`src/rtl/fsp_pkg.sv`:
```
package fsp_pkg;

    typedef enum logic [2:0] {
        FSP_OP_IDLE       = 3'd0,
        FSP_OP_PROG       = 3'd1,
        FSP_OP_PROG_ERR   = 3'd2,
        FSP_OP_CHIP_ERASE = 3'd3,
        FSP_OP_BLK_OPEN   = 3'd4,
        FSP_OP_BLK_RUN    = 3'd5,
        FSP_OP_SUSPEND    = 3'd6,
        FSP_OP_ERASE_ERR  = 3'd7
    } fsp_op_e;

    // Layout of the status byte; positions are what the host decodes.
    typedef struct packed {
        logic       poll;     // bit 7
        logic       tgl_any;  // bit 6
        logic       fault;    // bit 5
        logic       rsvd4;    // bit 4
        logic       timer;    // bit 3
        logic       tgl_blk;  // bit 2
        logic [1:0] rsvd10;   // bits 1..0
    } fsp_status_t;

    localparam int FSP_STATUS_W = $bits(fsp_status_t);

    // Indices of the two toggle registers.
    localparam int FSP_TGL_ANY = 0;
    localparam int FSP_TGL_BLK = 1;
    localparam int FSP_TGL_N   = 2;

    function automatic logic op_is_program(fsp_op_e op);
        return (op == FSP_OP_PROG) || (op == FSP_OP_PROG_ERR);
    endfunction

    function automatic logic op_flips_any(fsp_op_e op);
        return (op != FSP_OP_IDLE) && (op != FSP_OP_SUSPEND);
    endfunction

    function automatic logic op_erasing(fsp_op_e op);
        return (op == FSP_OP_CHIP_ERASE) || (op == FSP_OP_BLK_OPEN) ||
               (op == FSP_OP_BLK_RUN)    || (op == FSP_OP_SUSPEND);
    endfunction

    function automatic logic op_timer_bit(fsp_op_e op);
        return (op == FSP_OP_CHIP_ERASE) || (op == FSP_OP_BLK_RUN) ||
               (op == FSP_OP_ERASE_ERR);
    endfunction

    function automatic logic op_fault_bit(fsp_op_e op);
        return (op == FSP_OP_PROG_ERR) || (op == FSP_OP_ERASE_ERR);
    endfunction

endpackage

```
`src/rtl/fsp_rd_edge.sv`:
```
module fsp_rd_edge (
    input  logic clk,
    input  logic rst,
    input  logic strobe,
    output logic rise,
    output logic prev
);
    always_ff @(posedge clk) begin
        if (rst) prev <= 1'b0;
        else     prev <= strobe;
    end

    assign rise = strobe & ~prev;
endmodule

```
`src/rtl/fsp_blk_lookup.sv`:
```
module fsp_blk_lookup #(
    parameter int NUM_BLOCKS = 8,
    parameter int BLK_W      = 3
) (
    input  logic [BLK_W-1:0]      blk,
    input  logic [NUM_BLOCKS-1:0] sel_mask,
    input  logic [NUM_BLOCKS-1:0] fail_mask,
    output logic                  sel_hit,
    output logic                  fail_hit
);
    logic in_range;

    assign in_range = (32'(blk) < 32'(NUM_BLOCKS));

    always_comb begin
        sel_hit  = 1'b0;
        fail_hit = 1'b0;
        if (in_range) begin
            sel_hit  = sel_mask[blk];
            fail_hit = fail_mask[blk];
        end
    end
endmodule

```
`src/rtl/fsp_tgl_reg.sv`:
```
module fsp_tgl_reg (
    input  logic clk,
    input  logic rst,
    input  logic clr,
    input  logic adv,
    output logic q
);
    always_ff @(posedge clk) begin
        if (rst || clr) q <= 1'b0;
        else if (adv)   q <= ~q;
    end
endmodule

```
`src/rtl/fsp_status_fmt.sv`:
```
module fsp_status_fmt
    import fsp_pkg::*;
#(
    parameter int DATA_W = 8
) (
    input  fsp_op_e           op,
    input  logic              tgl_any,
    input  logic              tgl_blk,
    input  logic              sel_hit,
    input  logic              prog_msb,
    input  logic [DATA_W-1:0] array_data,
    output logic [DATA_W-1:0] dout
);
    fsp_status_t st;
    logic        show_status;

    always_comb begin
        st         = '0;
        st.poll    = op_is_program(op) ? ~prog_msb : 1'b0;
        st.tgl_any = tgl_any;
        st.fault   = op_fault_bit(op);
        st.timer   = op_timer_bit(op);
        st.tgl_blk = tgl_blk;
    end

    always_comb begin
        show_status = 1'b1;
        if (op == FSP_OP_IDLE)                    show_status = 1'b0;
        else if (op == FSP_OP_SUSPEND && !sel_hit) show_status = 1'b0;
    end

    always_comb begin
        if (show_status) begin
            dout                   = '0;
            dout[FSP_STATUS_W-1:0] = st;
        end else begin
            dout = array_data;
        end
    end
endmodule

```
`src/rtl/flash_status_poll.sv`:
```
module flash_status_poll
    import fsp_pkg::*;
#(
    parameter  int NUM_BLOCKS = 8,
    parameter  int DATA_W     = 8,
    localparam int BLK_W      = (NUM_BLOCKS > 1) ? $clog2(NUM_BLOCKS) : 1
) (
    input  logic                  clk,
    input  logic                  rst,
    input  logic                  rd_strobe,
    input  logic [BLK_W-1:0]      rd_block,
    input  logic [2:0]            op_state,
    input  logic                  op_start,
    input  logic [NUM_BLOCKS-1:0] erase_sel,
    input  logic [NUM_BLOCKS-1:0] erase_fail,
    input  logic                  prog_msb,
    input  logic [DATA_W-1:0]     array_data,
    output logic [DATA_W-1:0]     dout
);
    fsp_op_e              op;
    logic                 rd_rise;
    logic                 rd_prev;
    logic                 sel_hit;
    logic                 fail_hit;
    logic [FSP_TGL_N-1:0] tgl_adv;
    logic [FSP_TGL_N-1:0] tgl_q;
    logic                 tgl_main;
    logic                 tgl_alt;

    assign op = fsp_op_e'(op_state);

    fsp_rd_edge u_edge (
        .clk    (clk),
        .rst    (rst),
        .strobe (rd_strobe),
        .rise   (rd_rise),
        .prev   (rd_prev)
    );

    fsp_blk_lookup #(
        .NUM_BLOCKS (NUM_BLOCKS),
        .BLK_W      (BLK_W)
    ) u_lookup (
        .blk       (rd_block),
        .sel_mask  (erase_sel),
        .fail_mask (erase_fail),
        .sel_hit   (sel_hit),
        .fail_hit  (fail_hit)
    );

    always_comb begin
        tgl_adv              = '0;
        tgl_adv[FSP_TGL_ANY] = rd_rise && op_flips_any(op);
        tgl_adv[FSP_TGL_BLK] = rd_rise &&
            ((op_erasing(op) && sel_hit) ||
             (op == FSP_OP_ERASE_ERR && fail_hit));
    end

    for (genvar g = 0; g < FSP_TGL_N; g++) begin : g_tgl
        fsp_tgl_reg u_tgl (
            .clk (clk),
            .rst (rst),
            .clr (op_start),
            .adv (tgl_adv[g]),
            .q   (tgl_q[g])
        );
    end

    assign tgl_main = tgl_q[FSP_TGL_ANY];
    assign tgl_alt  = tgl_q[FSP_TGL_BLK];

    fsp_status_fmt #(
        .DATA_W (DATA_W)
    ) u_fmt (
        .op         (op),
        .tgl_any    (tgl_main),
        .tgl_blk    (tgl_alt),
        .sel_hit    (sel_hit),
        .prog_msb   (prog_msb),
        .array_data (array_data),
        .dout       (dout)
    );
endmodule

```
`config.mk`:
```
export PLATFORM = sky130hd
export DESIGN_NAME = flash_status_poll
export DESIGN_NICKNAME = d
export VERILOG_FILES = /design/src/rtl/fsp_pkg.sv /design/src/rtl/fsp_rd_edge.sv /design/src/rtl/fsp_blk_lookup.sv /design/src/rtl/fsp_tgl_reg.sv /design/src/rtl/fsp_status_fmt.sv /design/src/rtl/flash_status_poll.sv
export SDC_FILE = /design/constraint.sdc
export NUM_CORES = 1
export LEC_CHECK = 0
export ABC_AREA = 0
export BUFFER_PORTS_ARGS = -buffer_cell sky130_fd_sc_hd__buf_4
export CAP_MARGIN = 30
export CORE_AREA = 3 3 40 42
export CTS_CLUSTER_SIZE = 8
export DETAILED_ROUTE_END_ITERATION = 16
export DIE_AREA = 0 0 43 45
export PLACE_DENSITY = 0.77
export SYNTH_ARGS = -nofsm -noshare
export SYNTH_HDL_FRONTEND = slang
export SYNTH_SLANG_ARGS = --single-unit
```
`constraint.sdc`:
```
create_clock -name clk -period 6.3 [get_ports clk]
set_input_delay 1.89 -clock clk [delete_from_list [all_inputs] [get_ports clk]]
set_output_delay 1.89 -clock clk [all_outputs]
set_load 0.05 [all_outputs]
```
# After elaboration in Yosys (flattened, before gate mapping)
# Cells that the tools add are included.
[word_totals] register_bits=3 latch_bits=0 mem_bits_rw=0 rom_bits=0 input_bits=35 output_inout_bits=8 word_cells=43 memories=0
[classes] addsub=0 multipliers=0 div=0 order_cmp=1 eq_ne=8 shift=0 n_mux=8 bitwise=5 reduce_logical=18
[ops] op="$eq A3 B3 Y1 const B" count=4
[ops] op="$logic_or A1 B1 Y1" count=9
[ops] op="$mux W8" count=1
[ops] op="$bmux W1 S3" count=2
[ops] op="$eq A3 B2 Y1 const B" count=2
[ops] op="$logic_and A1 B1 Y1" count=6
[ops] op="$mux W1" count=5
[ops] op="$lt A3 B4 Y1 const B" count=1
[ops] op="$not A1 Y1" count=4
[ops] op="$eq A3 B1 Y1 const B" count=1
[ops] op="$logic_not A3 Y1" count=1
[ops] op="$ne A3 B3 Y1 const B" count=1
[ops] op="$reduce_bool A3 Y1" count=1
[ops] op="$and A1 B1 Y1" count=1
[ops] op="$logic_not A1 Y1" count=1

# Depth between registers and ports, before layout
# Gate-level depths: netlist of the first run.
[depth] depth_word=7 ltp_mapped=5 depth_no_buf=4

# Hierarchy
# From an unflattened synthesis of the first run, not the netlist that was laid out.
[hier_totals] cells_unflattened=63 hier_area_um2=589.3
[by_module_without_submodules] module="fsp_status_fmt" instances=1 cells_each=39 area_per_inst_um2=286.5 seq_area_each_um2=0.0
[by_module_without_submodules] module="fsp_blk_lookup" instances=1 cells_each=6 area_per_inst_um2=127.6 seq_area_each_um2=0.0
[by_module_without_submodules] module="fsp_tgl_reg" instances=2 cells_each=3 area_per_inst_um2=38.8 seq_area_each_um2=20.0
[by_module_without_submodules] module="flash_status_poll" instances=1 cells_each=9 area_per_inst_um2=50.0 seq_area_each_um2=0.0
[by_module_without_submodules] module="fsp_rd_edge" instances=1 cells_each=3 area_per_inst_um2=47.5 seq_area_each_um2=20.0

# Worst setup path after synthesis of the first run
# No wires, ideal clock.
[synth_timing] path_kind="input-to-output" from="input rd_block[2]" to="output dout[7]" arrival_time_ps=3754 t_required_ps=4410 slack_ps=656 stages=5 path_buffers=1 path_cell_list="buf_6 > mux2i_1 > mux4_2 > a31oi_1 > o31ai_1"
[synth_via] elab_chain_len=7
[synth_rtl] item="from (decl)" line="flash_status_poll.sv:11" text="input logic [BLK_W-1:0] rd_block,"
[synth_rtl] item="$bmux W1 S3" line="fsp_blk_lookup.sv:19" text="sel_hit = sel_mask[blk];"
[synth_rtl] item="$mux W1 (implied by the code)" line="fsp_blk_lookup.sv:19"
[synth_rtl] item="$logic_not A1 Y1" line="fsp_status_fmt.sv:29" text="else if (op == FSP_OP_SUSPEND && !sel_hit) show_status = 1'b0;"
[synth_rtl] item="$logic_and A1 B1 Y1" line="fsp_status_fmt.sv:29"
[synth_rtl] item="$mux W1" line="fsp_status_fmt.sv:29"
[synth_rtl] item="$mux W1" line="fsp_status_fmt.sv:28" text="if (op == FSP_OP_IDLE) show_status = 1'b0;"
[synth_rtl] item="$mux W8" line="fsp_status_fmt.sv:33" text="if (show_status) begin"
[synth_rtl] item="to (decl)" line="flash_status_poll.sv:18" text="output logic [DATA_W-1:0] dout"
# Every way passes these cells. The select of a mux whose other input is x is not followed.

# Final worst setup path of the first run
[layout_timing] from="input rd_block[2]" to="output dout[2]"
# The elaborated chain is that of the path after synthesis.

==> results.py, run 1 <==
metrics = {
    "synthesis": {
        "syn_area_um2": 465,
        "yosysWarnings": 0,
        "synth_top_flop_cell": "dfxtp_1",
        "synth_seq_cells": 3,
        "syn_area_per_cell_um2": 9.13,
        "synth_edf_count": 0,
        "syn-instance-count": 51,
        "syn-num-nets": 86,
        "synthDistinctLibCells": 27,
        "ys_seq_area_share_pct": 12.9,
        "async_reset_ff_share_pct": 0,
    },
    "cts": {
        "root_buffer": "clkbuf_4",
        "cts_setup_buffers": 0,
        "clkTransAtPathRegs_ns": 0.03,
        "cts_resized": 0,
        "clock_path_buffers": 2,
        "clock_latency_ns": 0.23,
        "cts.sinks": 3,
        "cts_buffers": 3,
        "h-tree-depth": 1,
        "cts_hold_buf": 0,
        "cts_tree": "built",
    },
    "detailed_routing": {
        "wire_per_inst_um": 11.1,
        "drc": 0,
        "drt_first_pass_iters": 2,
        "routed_wl_um": 1200,
        "via_per_inst": 5.02,
        "ant_nets": 0,
        "drt_iter0_drc": 1,
        "vias": 542,
    },
    "die": {
        "die_w_um": 43,
        "placementRows": 13,
        "core_area_um2": 1280,
        "dieArea_um2": 1940,
        "die_h_um": 45,
        "start_util_pct": 36.2,
        "io_pins": 43,
    },
    "critical_path": {
        "cp_data_arrival_time_ns": 3.43,
        "path_class": "in2out",
        "required_ns": 4.41,
        "cp-start-kind": "input pin",
        "critPathCaptureType": "primary output",
        "path_max_fanout": 6,
    },
    "pwr": {
        "power.share.combinational_pct": 52.6,
        "internal-power_w": 0.0000734,
        "p_sw_w": 0.0000372,
        "p_total_w": 0.000111,
        "leakagePower_nw": 0.395,
        "powerDensity_nw_per_um2": 139,
        "power.share.sequential_pct": 18.5,
        "clockPowerShare_pct": 29.0,
        "vdd_drop_max_mv": 0.0912,
        "p_sw_share_pct": 33.6,
    },
    "timing": {
        "finalSetupViolCount": 0,
        "rsz0062_at_grt": "no",
        "tns_ns": 0,
        "fin_ws_ns": 0.983,
        "period_share_pct": 84.4,
        "fin_worst_skew_ns": 0.00177,
        "slew_viol_final": 0,
        "final-hold-violation-count": 0,
        "max_slew_margin_pct": 79.9,
        "timing.fmax_ghz": 0.188,
        "worst_pin_slew_ns": 0.299,
        "min_period_ns": 5.32,
    },
    "final_layout": {
        "final_common_cell": "buf_4",
        "layout-drive-gt1-share_pct": 57.0,
        "final_cell_mix": "buf_4 (42), mux2i_1 (6), o21ai_0 (5)",
        "area_delta_synth_final_pct": 71.2,
        "antenna_cells": 0,
        "nets": 129,
    },
    "global_route": {
        "grt_antenna_before_repair": 0,
        "grt_max_degree": 12,
        "gr-usage-all-layers_pct": 11.9,
        "grt_overflow": 0,
        "grt_first_pass_wirelength_um": 1770,
        "first_global_vias": 474,
    },
    "placed_design": {
        "gp_congestion": 0.670,
        "port_buffers": 42,
        "dpl_worst_slack_ns": 0.981,
        "dp_hpwl_um": 1070,
    },
    "flow_run": {
        "maxCapViolCount": 0,
    },
    "run_status": {
        "status": "finished, final reports clean",
    },
    "min_path": {
        "hp-class": "reg2reg",
    },
}
## synthesized netlist by cell type (2+ instances only)
cell      n  area [um^2]
xor2_1    2         17.5
mux4_1    2         52.6
a21oi_1   2         10.0
buf_2     2         10.0
mux2i_1   6         60.1
nor2_1    2         7.51
inv_1     2         7.51
o21ai_0   5         25.0
a211oi_1  2         15.0
and2_2    3         22.5
nor2b_1   2         12.5
mux2_4    2         30.0
nor3_1    2         10.0
a31oi_1   2         12.5
dfxtp_1   3         60.1
## state kept, by name, indices dropped and copies added, names as in the netlist
signal / flops
u_edge.prev: 1
g_tgl.u_tgl.q: 2
## final timing paths
path | start | to | slack [ns] | cells after the start
max reg2reg | u_edge.prev$_SDFF_PP0_ | g_tgl[1].u_tgl.q$_SDFFE_PP0P_ | 5.27 | 4
min | g_tgl[1].u_tgl.q$_SDFFE_PP0P_ | g_tgl[1].u_tgl.q$_SDFFE_PP0P_ | 0.47 | 2
max | rd_block[2] | dout[2] | 0.98 | 6
min reg2reg | g_tgl[1].u_tgl.q$_SDFFE_PP0P_ | g_tgl[1].u_tgl.q$_SDFFE_PP0P_ | 0.47 | 2
## layout make-up
| type | count | area [um^2] |
|---|---|---|
| Fill cell | 116 | 488 |
| Sequential cell | 3 | 60.1 |
| Multi-Input combinational cell | 42 | 369 |
| Timing Repair Buffer | 42 | 315 |
| Inverter | 2 | 7.51 |
| Clock buffer | 4 | 26.3 |
| Tap cell | 15 | 18.8 |
## cell families after synthesis
family | synth area share, %
simple gates | 18.8
flops | 12.9
xor+xnor | 3.76
buf+inv | 7.80
compound gates | 21.2
mux | 35.5
## metal layers
layer,GRT usage [%],vias to the layer above,part of all wire (%)
met2,23.1,19,56
li1,-,281,-
met4,3.61,0,0
met1,13.1,242,36
met3,2.39,0,7.7
met5,0,-,0
## worst max-delay path, stage by stage
cell     delay, ns
buf_4         0.14
mux2i_1       0.12
mux4_2        0.53
o21a_4        0.25
mux2_4        0.30
buf_4         0.19
## power by group through the flow
stage	Clock (W)	Combinational [W]	Sequential, W
2_1_floorplan	0	0.0000349	0.0000206
3_3_place_gp	0	0.0000576	0.0000207
3_5_place_dp	0	0.0000585	0.0000207
4_1_cts	0.0000337	0.0000586	0.0000204
5_1_grt	0.0000353	0.0000624	0.0000205
6_report	0.0000321	0.0000581	0.0000204
## metrics by stage
stage | area [um^2] | util (%) | instances | hold WS (ns)
final | 797 | 62.0 | 108 | 0.472
after global routing | 797 | 62.0 | 108 | 0.529
after CTS | 797 | 62.0 | 108 | 0.476
after detailed placement | 771 | 60.0 | 104 | 0.471
after global placement | 771 | 60.0 | 104 | 0.465
after floorplan | 465 | - | 51 | 0.443
Note: power is estimated with default switching activity, not from simulation.
==> run 2: changes to the inputs <==
--- a/config.mk
+++ b/config.mk
@@ -5,14 +5,14 @@
 export SDC_FILE = /design/constraint.sdc
 export NUM_CORES = 1
 export LEC_CHECK = 0
-export ABC_AREA = 0
+export ABC_AREA = 1
 export BUFFER_PORTS_ARGS = -buffer_cell sky130_fd_sc_hd__buf_4
 export CAP_MARGIN = 30
-export CORE_AREA = 3 3 40 42
+export CORE_MARGIN = 3
+export CORE_UTILIZATION = 34
 export CTS_CLUSTER_SIZE = 8
 export DETAILED_ROUTE_END_ITERATION = 16
-export DIE_AREA = 0 0 43 45
-export PLACE_DENSITY = 0.77
+export PLACE_DENSITY = 0.74
 export SYNTH_ARGS = -nofsm -noshare
 export SYNTH_HDL_FRONTEND = slang
 export SYNTH_SLANG_ARGS = --single-unit
==> constraint.sdc (replaced) <==
create_clock -name clk -period 4.5 [get_ports clk]
set_input_delay 1.35 -clock clk [delete_from_list [all_inputs] [get_ports clk]]
set_output_delay 1.35 -clock clk [all_outputs]
set_load 0.05 [all_outputs]
==> results.py, run 2 <==
metrics = {
    "run_status": {
        "status": "finished, final reports clean",
    },
    "cts": {
        "cts.sinks": 3,
        "clock_latency_ns": 0.23,
        "cts_buffers": 3,
        "clkTransAtPathRegs_ns": 0.03,
        "cts_resized": 0,
        "cts_hold_buf": 0,
        "clock_path_buffers": 2,
        "h-tree-depth": 1,
        "root_buffer": "clkbuf_4",
        "cts_setup_buffers": 0,
        "cts_tree": "built",
    },
    "global_route": {
        "grt_first_pass_wirelength_um": 2100,
        "gr-usage-all-layers_pct": 13.3,
        "grt_antenna_before_repair": 0,
        "grt_overflow": 0,
        "grt_max_degree": 10,
        "first_global_vias": 556,
    },
    "synthesis": {
        "synth_edf_count": 0,
        "synth.most_common_cell": "nand2_1",
        "async_reset_ff_share_pct": 0,
        "syn-num-nets": 132,
        "synth_top_flop_cell": "dfxtp_1",
        "syn-instance-count": 97,
        "synth_seq_cells": 3,
        "ys_seq_area_share_pct": 11.2,
        "yosysWarnings": 0,
        "synth_top_area_share_pct": 17.5,
        "syn_area_per_cell_um2": 5.52,
        "synth_top_area_cell": "nand2_1",
        "yosys-top-cells-count": "nand2_1 (25), inv_1 (24), nand3_1 (14)",
        "synthDistinctLibCells": 18,
        "syn_area_um2": 536,
        "synth_area_leaders": "nand2_1 (18%), inv_1 (17%), nand3_1 (13%)",
    },
    "final_layout": {
        "antenna_cells": 0,
        "n_fill_cell": 133,
        "layout-drive-gt1-share_pct": 42.3,
        "fin_area_um2": 885,
        "final_common_cell": "buf_4",
        "nets": 178,
        "post-route-util_pct": 64.0,
        "top_register": "g_tgl.u_tgl.q",
        "final_cell_mix": "buf_4 (42), nand2_1 (25), inv_1 (24), nand3_1 (14), nor2_1 (9)",
        "area_delta_synth_final_pct": 65.2,
        "reg_top3": "g_tgl.u_tgl.q (2), u_edge.prev (1)",
        "largest_reg_flops": 2,
    },
    "critical_path": {
        "ff2ff_path_depth": 4,
        "cpMaxStageDelayCell": "buf_4",
        "path_cells": "buf_4, nor2_1, nand2_1, nand2_1, nand3_1, o31ai_1, buf_4",
        "crit_path_max_incr_delay_ns": 0.25,
        "critPathCaptureType": "primary output",
        "path_class": "in2out",
        "worstPathBufferInverterCount": 2,
        "cp-start-kind": "input pin",
        "path_max_fanout": 5,
        "crit_cells": 7,
        "crit_family": "simple AND/OR/NAND/NOR gates",
        "cp_data_arrival_time_ns": 2.42,
        "required_ns": 3.15,
    },
    "detailed_routing": {
        "drc": 0,
        "dr_wl_met3_um": 103,
        "drt_iter0_drc": 17,
        "vias": 675,
        "routed_wl_um": 1350,
        "wl_met1_um": 571,
        "via_per_inst": 4.30,
        "ant_nets": 0,
        "dr_wl_met2_um": 678,
        "routed.top_layer": "met3",
        "drt_first_pass_iters": 4,
        "wire_per_inst_um": 8.62,
    },
    "timing": {
        "rsz0062_at_grt": "no",
        "finalSetupViolCount": 0,
        "fin_worst_skew_ns": 0.000791,
        "timing.fmax_ghz": 0.265,
        "period_share_pct": 83.7,
        "max_slew_margin_pct": 82.9,
        "slew_viol_final": 0,
        "tns_ns": 0,
        "final-hold-violation-count": 0,
        "fin_ws_ns": 0.731,
        "worst_pin_slew_ns": 0.255,
        "min_period_ns": 3.77,
    },
    "pwr": {
        "vdd_drop_max_mv": 0.153,
        "leakagePower_nw": 0.552,
        "powerDensity_nw_per_um2": 182,
    },
    "die": {
        "start_util_pct": 38.7,
        "io_pins": 43,
        "core_area_um2": 1380,
        "dieArea_um2": 2090,
        "die_w_um": 45.7,
        "die_h_um": 45.7,
        "placementRows": 13,
    },
    "placed_design": {
        "dpl_worst_slack_ns": 0.738,
        "port_buffers": 42,
        "placed_cell_area_um2": 858,
        "gp_congestion": 0.702,
        "dp_hpwl_um": 1220,
    },
    "min_path": {
        "worstHoldPathCells": 2,
        "hp-class": "reg2reg",
    },
    "flow_run": {
        "maxCapViolCount": 0,
    },
}
-- run 2: changes by cell type in the layout (fill, tap and decap cells not counted), sizes merged, moves of 3 or more --
cell	previous run	this run
inv	2	26
nand3	0	22
nand2	1	29
nor2	2	9
mux4	3	0
o21ai	5	1
and2	3	0
mux2i	6	0
-- run 2: logic make-up (layout without fill, tap and decap cells) --
logic type,count (synthesis),count (layout),synth area share (%)
AO/OA/AOI/OAI,6,6,7.24
flip-flops,3,3,11.2
AND/OR/NAND/NOR,61,61,60.3
buffers and inverters,27,72,21.3
-- run 2: final timing paths --
kind	from	end	slack, ns
worst min register to register	g_tgl[0].u_tgl.q$_SDFFE_PP0P_	g_tgl[0].u_tgl.q$_SDFFE_PP0P_	0.49
worst max register to register	u_edge.prev$_SDFF_PP0_	g_tgl[0].u_tgl.q$_SDFFE_PP0P_	3.57
worst max-delay path	op_state[0]	dout[7]	0.73
worst min-delay path	g_tgl[0].u_tgl.q$_SDFFE_PP0P_	g_tgl[0].u_tgl.q$_SDFFE_PP0P_	0.49
-- run 2: cell type report --
type	count	area (um^2)	share of cell area [%]
multi-input combinational	67	362	40.9
timing repair buffer	42	315	35.6
inverter	26	103	11.6
sequential	3	60.1	6.79
clock buffer	4	26.3	2.97
tap	15	18.8	2.12
-- run 2: layer usage --
layer	track usage [%]	vias to the layer above
met4	3.51	0
met5	0	-
li1	-	387
met1	17.6	268
met2	22.0	20
met3	2.37	0
-- run 2: report_power, final --
part	internal [W]	switching (W)
logic	0.0000385	0.0000482
clock network	0.0000331	0.0000125
registers	0.0000279	0.000000433
-- run 2: tightest hold or removal path, stage by stage, from the launching register on --
cell and delay, ns:
dfxtp_1 0.28, inv_1 0.08, a21oi_1 0.07
-- run 2: through the flow --
step,hold WS [ns],cells,power [W]
after floorplan,0.462,97,0.0000808
after global placement,0.482,153,0.000115
after detailed placement,0.484,153,0.000116
after CTS,0.491,157,0.000164
after global routing,0.531,157,0.000173
final,0.485,157,0.000161
==> run 3: changes to the inputs <==
--- a/config.mk
+++ b/config.mk
@@ -5,14 +5,14 @@
 export SDC_FILE = /design/constraint.sdc
 export NUM_CORES = 1
 export LEC_CHECK = 0
-export ABC_AREA = 1
+export ABC_AREA = 0
 export BUFFER_PORTS_ARGS = -buffer_cell sky130_fd_sc_hd__buf_4
 export CAP_MARGIN = 30
 export CORE_MARGIN = 3
-export CORE_UTILIZATION = 34
+export CORE_UTILIZATION = 35
 export CTS_CLUSTER_SIZE = 8
 export DETAILED_ROUTE_END_ITERATION = 16
-export PLACE_DENSITY = 0.74
+export PLACE_DENSITY = 0.77
 export SYNTH_ARGS = -nofsm -noshare
 export SYNTH_HDL_FRONTEND = slang
 export SYNTH_SLANG_ARGS = --single-unit
==> constraint.sdc (replaced) <==
create_clock -name clk -period 3.9 [get_ports clk]
set_input_delay 1.17 -clock clk [delete_from_list [all_inputs] [get_ports clk]]
set_output_delay 1.17 -clock clk [all_outputs]
set_load 0.05 [all_outputs]
==> results.py, run 3 (synthesis results as in run 1) <==
metrics = {
    "final_layout": {
        "reg_top3": "g_tgl.u_tgl.q (2), u_edge.prev (1)",
        "n_fill_cell": 105,
        "nets": 130,
        "multiInputGateArea_um2": 379,
        "area_delta_synth_final_pct": 74.7,
        "final_common_cell": "buf_4",
        "final_cell_mix": "buf_4 (43), mux2i_1 (6), o21ai_0 (4)",
        "largest_reg_flops": 2,
        "layout.area.seq_um2": 60.1,
        "top_register": "g_tgl.u_tgl.q",
        "layout-drive-gt1-share_pct": 59.6,
        "final_cells": 108,
        "antenna_cells": 0,
    },
    "cts": {
        "clkTransAtPathRegs_ns": 0.04,
        "cts_buffers": 3,
        "cts_setup_buffers": 0,
        "clock_path_buffers": 2,
        "cts_tree": "built",
        "cts_resized": 0,
        "cts_hold_buf": 0,
        "clock_latency_ns": 0.23,
        "h-tree-depth": 1,
        "cts.sinks": 3,
        "root_buffer": "clkbuf_4",
    },
    "detailed_routing": {
        "drc": 0,
        "wire_per_inst_um": 12.2,
        "dr_wl_met2_um": 708,
        "ant_nets": 0,
        "wl_met1_um": 495,
        "drt_iter0_drc": 4,
        "drt_first_pass_iters": 4,
        "via_per_inst": 5.32,
        "routed_wl_um": 1320,
        "vias": 575,
        "routed.top_layer": "met3",
        "dr_wl_met3_um": 118,
    },
    "critical_path": {
        "cp-start-kind": "input pin",
        "crit_path_max_incr_delay_ns": 0.49,
        "cp_data_arrival_time_ns": 2.63,
        "crit_family": "multiplexers",
        "cpMaxStageDelayCell": "mux4_2",
        "path_max_fanout": 6,
        "path_class": "in2out",
        "path_cells": "buf_4, mux2i_1, mux4_2, o21a_4, mux2_4, buf_4",
        "worstPathBufferInverterCount": 2,
        "path_common_cell": "buf_4",
        "required_ns": 2.73,
        "critPathCaptureType": "primary output",
    },
    "placed_design": {
        "dp_hpwl_um": 1130,
        "port_buffers": 42,
        "dp.cells": 104,
        "gp_congestion": 0.703,
    },
    "global_route": {
        "grt_max_degree": 12,
        "grt_antenna_before_repair": 0,
        "first_global_vias": 516,
        "grt_first_pass_wirelength_um": 2040,
        "gr-usage-all-layers_pct": 14.4,
        "grt_overflow": 0,
    },
    "flow_run": {
        "maxCapViolCount": 0,
    },
    "timing": {
        "max_slew_margin_pct": 81.1,
        "whs_ns": 0.475,
        "fin_worst_skew_ns": 0.00347,
        "tns_ns": 0,
        "worst_pin_slew_ns": 0.281,
        "slew_viol_final": 0,
        "timing.fmax_ghz": 0.263,
        "period_share_pct": 97.4,
        "finalSetupViolCount": 0,
        "min_period_ns": 3.80,
        "final-hold-violation-count": 0,
        "rsz0062_at_grt": "no",
    },
    "die": {
        "dieArea_um2": 1800,
        "core_area_um2": 1170,
        "start_util_pct": 39.7,
        "die_w_um": 42.5,
        "die_h_um": 42.5,
        "placementRows": 12,
        "io_pins": 43,
    },
    "pwr": {
        "vdd_drop_max_mv": 0.172,
        "powerDensity_nw_per_um2": 228,
        "leakagePower_nw": 0.403,
        "p_total_w": 0.000185,
    },
    "min_path": {
        "hp-class": "reg2reg",
    },
    "run_status": {
        "status": "finished, final reports clean",
    },
}
-- run 3: cell type report --
class                   instances  area share, %
clock buffers                   4           3.23
inverters                       2          0.923
multi-input cells              42           46.6
flip-flops and latches          3           7.38
well taps                      14           2.15
repair buffers                 43           39.7
-- run 3: stage by stage --
stage	utilization, %	setup slack [ns]	area, um^2
6_report	69.4	0.102	813
4_1_cts	69.4	0.0975	813
2_1_floorplan	-	0.112	475
5_1_grt	69.4	0.0733	813
3_3_place_gp	67.2	0.107	787
3_5_place_dp	67.2	0.0976	787
-- run 3: path summary, 6_finish.rpt --
kind / start / endpoint / slack, ns / cells after the start
max: rd_block[2] / dout[6] / 0.10 / 6
min: g_tgl[1].u_tgl.q$_SDFFE_PP0P_ / g_tgl[1].u_tgl.q$_SDFFE_PP0P_ / 0.47 / 2
max reg2reg: u_edge.prev$_SDFF_PP0_ / g_tgl[1].u_tgl.q$_SDFFE_PP0P_ / 2.90 / 4
min reg2reg: g_tgl[1].u_tgl.q$_SDFFE_PP0P_ / g_tgl[1].u_tgl.q$_SDFFE_PP0P_ / 0.47 / 2
-- run 3: layer usage --
layer	global-route usage, %	up-vias
met5	0	-
met1	14.8	265
met4	5.59	0
met2	27.4	28
met3	3.43	0
li1	-	282
-- run 3: worst register-to-register path: cells and delay by family (launching register included) --
kind / cells / cell delay (ns)
flip-flops: 1 / 0.29
AND/OR/NAND/NOR: 1 / 0.15
multiplexers: 1 / 0.19
AO/OA/AOI/OAI: 2 / 0.29
-- run 3: power breakdown --
group	internal [W]	switching [W]
Sequential	0.0000323	0.000000690
Clock	0.0000383	0.0000159
Combinational	0.0000504	0.0000477
